File: src/rtl/blink_pkg.sv
package blink_pkg;
    localparam int EXP_W  = 4;
    localparam int CTRL_W = 7;

    typedef enum logic [1:0] {
        SEL_CTRL = 2'd0,
        SEL_PER  = 2'd1,
        SEL_ON   = 2'd2,
        SEL_CNT  = 2'd3
    } reg_sel_e;

    // Control word layout as seen by software: [6]=mask [5]=auto [4]=en [3:0]=exp
    typedef struct packed {
        logic             msk;
        logic             auto_stop;
        logic             en;
        logic [EXP_W-1:0] exp;
    } ctrl_t;
endpackage

File: src/rtl/blink_prescaler.sv
module blink_prescaler #(
    parameter int MAX_EXP = 13,
    localparam int PRE_W  = (MAX_EXP > 0) ? MAX_EXP : 1
) (
    input  logic                      clk,
    input  logic                      rst_n,
    input  logic                      run_i,
    input  logic                      clear_i,
    input  logic [blink_pkg::EXP_W-1:0] exp_i,
    output logic                      tick_o
);
    typedef struct packed {
        logic [PRE_W-1:0] cnt;
    } pre_t;

    pre_t s_d, s_q;
    logic [PRE_W-1:0] mask;

    always_comb begin
        for (int i = 0; i < PRE_W; i++) begin
            mask[i] = (i < int'(exp_i));
        end
        tick_o = run_i && ((s_q.cnt & mask) == mask);
        s_d = s_q;
        if (clear_i || !run_i) s_d.cnt = '0;
        else                   s_d.cnt = s_q.cnt + 1'b1;
    end

    always_ff @(posedge clk or negedge rst_n) begin
        if (!rst_n) s_q <= '0;
        else        s_q <= s_d;
    end

    // the register stage must never hand over an unclamped exponent
    assert_exp_in_range_R3: assert property (@(posedge clk) disable iff (!rst_n)
        int'(exp_i) <= MAX_EXP);
endmodule

File: src/rtl/blink_phase.sv
module blink_phase #(
    parameter int PER_W = 12
) (
    input  logic             clk,
    input  logic             rst_n,
    input  logic             run_i,
    input  logic             clear_i,
    input  logic             tick_i,
    input  logic [PER_W-1:0] period_i,
    input  logic [PER_W-1:0] on_i,
    output logic             wrap_o,
    output logic             lit_o
);
    typedef struct packed {
        logic [PER_W-1:0] ph;
    } phase_t;

    phase_t s_d, s_q;
    logic   last;

    always_comb begin
        last   = ({1'b0, s_q.ph} + 1'b1) >= {1'b0, period_i};
        wrap_o = run_i && !clear_i && tick_i && last;
        lit_o  = (s_q.ph < on_i) || (on_i >= period_i);
        s_d    = s_q;
        if (clear_i || !run_i) s_d.ph = '0;
        else if (tick_i)       s_d.ph = last ? '0 : s_q.ph + 1'b1;
    end

    always_ff @(posedge clk or negedge rst_n) begin
        if (!rst_n) s_q <= '0;
        else        s_q <= s_d;
    end

    // the phase only moves on a prescaler tick
    assert_hold_between_ticks_R4: assert property (@(posedge clk) disable iff (!rst_n)
        (run_i && !tick_i && !clear_i) |=> $stable(s_q.ph));
endmodule

File: src/rtl/blink_autostop.sv
module blink_autostop #(
    parameter int CNT_W = 16
) (
    input  logic             clk,
    input  logic             rst_n,
    input  logic             load_i,
    input  logic [CNT_W-1:0] load_val_i,
    input  logic             arm_i,
    input  logic             wrap_i,
    output logic             expire_o
);
    typedef struct packed {
        logic [CNT_W-1:0] rem;
    } rem_t;

    rem_t s_d, s_q;

    always_comb begin
        expire_o = arm_i && wrap_i && (s_q.rem <= CNT_W'(1));
        s_d      = s_q;
        if (load_i)                s_d.rem = load_val_i;
        else if (expire_o)         s_d.rem = '0;
        else if (arm_i && wrap_i)  s_d.rem = s_q.rem - 1'b1;
    end

    always_ff @(posedge clk or negedge rst_n) begin
        if (!rst_n) s_q <= '0;
        else        s_q <= s_d;
    end

    // once expired, the owner drops the arm, so no second expiry follows
    assert_single_expire_R7: assert property (@(posedge clk) disable iff (!rst_n)
        (expire_o && !load_i) |=> !expire_o);
endmodule

File: src/rtl/blink_timer.sv
module blink_timer #(
    parameter int PER_W   = 12,
    parameter int CNT_W   = 16,
    parameter int MAX_EXP = 13,
    parameter int DATA_W  = 16,
    parameter int ADDR_W  = 4
) (
    input  logic              clk,
    input  logic              rst_n,
    input  logic [ADDR_W-1:0] req_addr,
    input  logic              req_wr,
    input  logic [DATA_W-1:0] req_wdata,
    output logic [DATA_W-1:0] rd_data,
    output logic              led_o,
    output logic              irq_o
);
    import blink_pkg::*;

    localparam logic [EXP_W-1:0] EXP_LIM = EXP_W'(MAX_EXP);

    typedef struct packed {
        ctrl_t            ctrl;
        logic [PER_W-1:0] per;
        logic [PER_W-1:0] on;
        logic [CNT_W-1:0] cnt;
        logic             irq;
    } regs_t;

    regs_t    s_d, s_q;
    reg_sel_e sel;
    logic     ctrl_wr, start, tick, wrap, lit, expire;

    always_comb begin
        sel     = reg_sel_e'(req_addr[3:2]);
        ctrl_wr = req_wr && (sel == SEL_CTRL);
        start   = ctrl_wr && req_wdata[4];
        s_d     = s_q;
        if (expire) begin
            s_d.ctrl.en = 1'b0;
            s_d.irq     = 1'b1;
        end
        if (req_wr) begin
            case (sel)
                SEL_CTRL: begin
                    s_d.ctrl.exp       = (req_wdata[EXP_W-1:0] > EXP_LIM) ? EXP_LIM
                                                                           : req_wdata[EXP_W-1:0];
                    s_d.ctrl.en        = req_wdata[4];
                    s_d.ctrl.auto_stop = req_wdata[5];
                    s_d.ctrl.msk       = req_wdata[6];
                    if (req_wdata[4]) s_d.irq = 1'b0;
                end
                SEL_PER: s_d.per = req_wdata[PER_W-1:0];
                SEL_ON:  s_d.on  = req_wdata[PER_W-1:0];
                default: s_d.cnt = req_wdata[CNT_W-1:0];
            endcase
        end
    end

    always_ff @(posedge clk or negedge rst_n) begin
        if (!rst_n) s_q <= '0;
        else        s_q <= s_d;
    end

    always_comb begin
        case (sel)
            SEL_CTRL: rd_data = DATA_W'(s_q.ctrl);
            SEL_PER:  rd_data = DATA_W'(s_q.per);
            SEL_ON:   rd_data = DATA_W'(s_q.on);
            default:  rd_data = DATA_W'(s_q.cnt);
        endcase
    end

    blink_prescaler #(.MAX_EXP(MAX_EXP)) u_pre (
        .clk     (clk),
        .rst_n   (rst_n),
        .run_i   (s_q.ctrl.en),
        .clear_i (start),
        .exp_i   (s_q.ctrl.exp),
        .tick_o  (tick)
    );

    blink_phase #(.PER_W(PER_W)) u_phase (
        .clk      (clk),
        .rst_n    (rst_n),
        .run_i    (s_q.ctrl.en),
        .clear_i  (start),
        .tick_i   (tick),
        .period_i (s_q.per),
        .on_i     (s_q.on),
        .wrap_o   (wrap),
        .lit_o    (lit)
    );

    blink_autostop #(.CNT_W(CNT_W)) u_stop (
        .clk        (clk),
        .rst_n      (rst_n),
        .load_i     (start),
        .load_val_i (s_q.cnt),
        .arm_i      (s_q.ctrl.en && s_q.ctrl.auto_stop),
        .wrap_i     (wrap),
        .expire_o   (expire)
    );

    assign led_o = s_q.ctrl.en & lit;
    assign irq_o = s_q.irq & ~s_q.ctrl.msk;

    // an enable that drops without a software write must leave an interrupt pending
    assert_stop_sets_irq_R7: assert property (@(posedge clk) disable iff (!rst_n)
        ($fell(s_q.ctrl.en) && !$past(ctrl_wr)) |-> s_q.irq);

    // a disabled timer keeps the LED dark
    assert_dark_when_off_R6: assert property (@(posedge clk) disable iff (!rst_n)
        !s_q.ctrl.en |-> !led_o);

    // a masked block never drives the interrupt
    assert_irq_masked_R8: assert property (@(posedge clk) disable iff (!rst_n)
        s_q.ctrl.msk |-> !irq_o);
endmodule

File: config.mk
export PLATFORM = sky130hd
export DESIGN_NAME = blink_timer
export DESIGN_NICKNAME = d
export VERILOG_FILES = /design/src/rtl/blink_pkg.sv /design/src/rtl/blink_prescaler.sv /design/src/rtl/blink_phase.sv /design/src/rtl/blink_autostop.sv /design/src/rtl/blink_timer.sv
export SDC_FILE = /design/constraint.sdc
export NUM_CORES = 1
export LEC_CHECK = 0
export BUFFER_PORTS_ARGS = -buffer_cell sky130_fd_sc_hd__buf_2
export CAP_MARGIN = 20
export CELL_PAD_IN_SITES_DETAIL_PLACEMENT = 0
export CELL_PAD_IN_SITES_GLOBAL_PLACEMENT = 1
export CORE_MARGIN = 2
export CORE_UTILIZATION = 30
export CTS_CLUSTER_DIAMETER = 30
export CTS_CLUSTER_SIZE = 28
export DETAILED_ROUTE_END_ITERATION = 10
export HOLD_SLACK_MARGIN = 0.15
export PLACE_DENSITY_LB_ADDON = 0.1
export SETUP_SLACK_MARGIN = 0.2
export SLEW_MARGIN = 20
export SYNTH_ARGS = -nofsm -noshare
export SYNTH_HDL_FRONTEND = slang
export SYNTH_SLANG_ARGS = --single-unit
File: constraint.sdc
create_clock -name clk -period 4.5 [get_ports clk]
set_clock_uncertainty 0.2 [all_clocks]
set_input_delay 0.9 -clock clk [delete_from_list [all_inputs] [get_ports clk]]
set_output_delay 0.9 -clock clk [all_outputs]
set_load 0.1 [all_outputs]
==> flow_summary.ini <==
[sta]
period_share_pct = 88.2
max_freq_mhz = 252
whs_ns = 0.269
tightest_slew_ns = 1.01
setup-violations-final = 0
relSlewSlack_pct = 32.4
hold_viol = 0
setup-tns-final_ns = 0
maxSlewViolCount = 0
period_minus_slack_ns = 3.97
rsz0062_at_grt = false

[clock_tree]
postCtsSetupBuffers = 0
cts_htree_levels = 3
cts_inserted_buffers = 9
clock-root-buffer = clkbuf_16
clk_latency_ns = 0.35
postCtsHoldBufs = 0
cts_resized = 0
clkTransAtPathRegs_ns = 0.06
clk_path_buf_depth = 2
cts_tree = yes
clock_sinks = 89

[placement]
routabilityCongestion = 0.799
place_hpwl_um = 11100
io_buffer_count = 38

[pwr]
power.density_nw_per_um2 = 400
ir_drop_uv = 269
leakage_nw = 2.76

[grt]
grt_overflow_total = 0
grt_pass1_vias = 4362
grt_max_degree = 73
grtUsageTotal_pct = 16.4
antenna_found_initial = 1
grt_pass1_wl_um = 24600

[logic_synthesis]
synth_cells = 528
synth_edf_count = 0
synth_cell_types = 59
ys_seq_elements = 89
yosysSeqAreaShare_pct = 41.0
ys.flop_type = dfrtp_1
synth_nets = 590
syn-cell-area_um2 = 5430
synthArstFlopShare_pct = 100
avgSynthCellArea_um2 = 10.3
ys_warn_count = 0

[floorplan]
die_w_um = 139
dieArea_um2 = 19200
core_um2 = 17800
pin_count = 41
core.rowCount = 49
initial_core_util_pct = 30.4
dieHeight_um = 139

[critical_path]
cp_cell_sequence = inv_1, ha_1, a21o_1, a21o_1, a21oi_1, o21ai_0, a2111oi_0, o41a_1, buf_2
r2r_slack_ns = 0.76
crit_path_frequent_cell = a21o_1
cp_top_family = compound AO/OA/AOI/OAI gates
end_kind = output port
arrival_ns = 2.87
r2r-end = u_stop.s_q[14]
max_stage_delay_ns = 0.43
crit_fanout = 4
crit_path_top_delay_cell = a2111oi_0
startpoint_type = flip-flop
cp-startpoint = s_q[18]
reg2reg_from = u_phase.s_q[0]
cp.buffers_inverters = 2
r2r_cells = 14
cp_data_required_time_ns = 3.40
path_class = flip-flop to output port

[final_layout]
finish.net_count = 626
insertedDiodeCount = 0
drive_gt1_share_pct = 22.1
syn_to_final_growth_pct = 14.4
nFillCells = 1850

[route]
post_drt_wl_per_cell_um = 18.8
ant_nets = 0
firstDrtPassIters = 6
first_iter_violations = 215
via_per_inst = 5.24
drc = 0
wirelength_um = 15000
vias = 4181

[run]
drv_cap = 0

[worst_hold_path]
hold_path.class = input pin to async pin

[run_status]
status = completed
==> how the worst max path moves through the flow <==
| stage | endpoint | cells past startpoint |
|---|---|---|
| floorplan | rd_data[14] | 4 |
| global placement | u_stop.s_q[14] | 13 |
| detailed placement | u_stop.s_q[14] | 13 |
| CTS | led_o | 9 |
| global route | led_o | 9 |
| finish | led_o | 9 |
==> kinds of logic after synthesis <==
kind of cell,count (synthesis),synth area share (%)
xor gates and xnor gates,21,3.39
adders and majority gates,39,8.99
DFF,89,41.0
and+or+nand+nor,160,15.0
AOI/OAI and AO/OA,108,14.3
buffers and inverters,53,3.92
muxes,58,13.3
==> synth_stat cells, drive strengths merged (3+ instances only) <==
cell	number	share of area [%]
dfrtp	89	41
mux2	44	9.1
nor2	44	3.1
ha	39	9.0
inv	32	2.2
nand2	32	2.2
o21ai	26	2.5
nand3	23	2.4
a21oi	17	1.6
clkbuf	13	0.90
nand4	12	1.6
xnor2	12	1.9
o211ai	10	1.4
xor2	9	1.5
buf	8	0.81
o311ai	8	1.4
a21o	7	0.97
and3	7	0.81
mux2i	7	1.3
mux4	7	2.9
nand2b	6	0.69
nor3	6	0.55
or3	6	0.69
a22o	5	0.81
nor4	5	0.58
o21a	5	0.71
o22ai	5	0.58
nor2b	4	0.46
a211oi	3	0.41
a22oi	3	0.41
a31oi	3	0.35
a32o	3	0.55
and2	3	0.35
nor3b	3	0.41
o41a	3	0.62
or2	3	0.35
==> through the flow <==
step	cells	utilization, %	power [mW]	setup slack, ns	cell area (um^2)
floorplan	528	-	1.52	0.843	5430
global placement	781	32.9	1.71	0.729	5870
detailed placement	781	32.9	1.72	0.764	5870
CTS	797	34.6	2.52	0.477	6180
global route	798	34.8	2.63	0.307	6210
finish	798	34.8	2.49	0.531	6210
==> flip-flops by register name (all words and copies together), names as in the netlist <==
signal and count:
s_q 48, u_stop.s_q 16, u_pre.s_q 13, u_phase.s_q 12
==> worst reg2reg max path, cell delays in order (launching register included) <==
cell and delay [ns]:
dfrtp_1 0.44, ha_1 0.27, nand3_1 0.22, nor2_1 0.20, nand2_1 0.08, xnor2_1 0.17
ha_1 0.33, nand4_1 0.14, a211oi_1 0.24, a211oi_1 0.12, o21ai_2 0.19, nand4_2 0.25
buf_4 0.26, o311ai_0 0.33, o311ai_1 0.16
==> report_power, final <==
group          switching, mW  internal [mW]  leakage (nW)  total, mW
combinational          0.438          0.234          1.50      0.672
clock                  0.323          0.465         0.158      0.788
sequential             0.115          0.910          1.10       1.03
total                  0.877           1.61          2.76       2.49
==> layout by cell type, fill, tap and decap left out, types with 8 or more instances in the layout <==
cell type  synthesis  routed
buf_4              0       8
o21ai_0           24      24
o211ai_1          10      10
xnor2_1           12      12
dfrtp_1           89      89
buf_2              5      37
xor2_1             9       9
a21oi_1           17      17
nand3_1           22      22
mux2_2            44      44
nand4_1           10      10
nor2_1            43      43
inv_1             32      32
nand2_1           32      32
clkbuf_16          0       9
ha_1              39      39
==> layer usage <==
metal / wire, um / global-route usage, %
met4: 210 / 4.08
met2: 6820 / 25.6
met5: 16 / 0
met3: 771 / 3.64
met1: 7200 / 23.1
==> cell type report <==
cell class	instances	area (um^2)	area share [%]
inverters	32	120	1.94
multi-input cells	386	2990	48.1
flip-flops and latches	89	2230	35.9
clock inverters	1	5.00	0.0806
well taps	229	287	4.62
repair buffers	46	273	4.39
clock buffers	15	308	4.96
(Power assumes the default switching activity.)
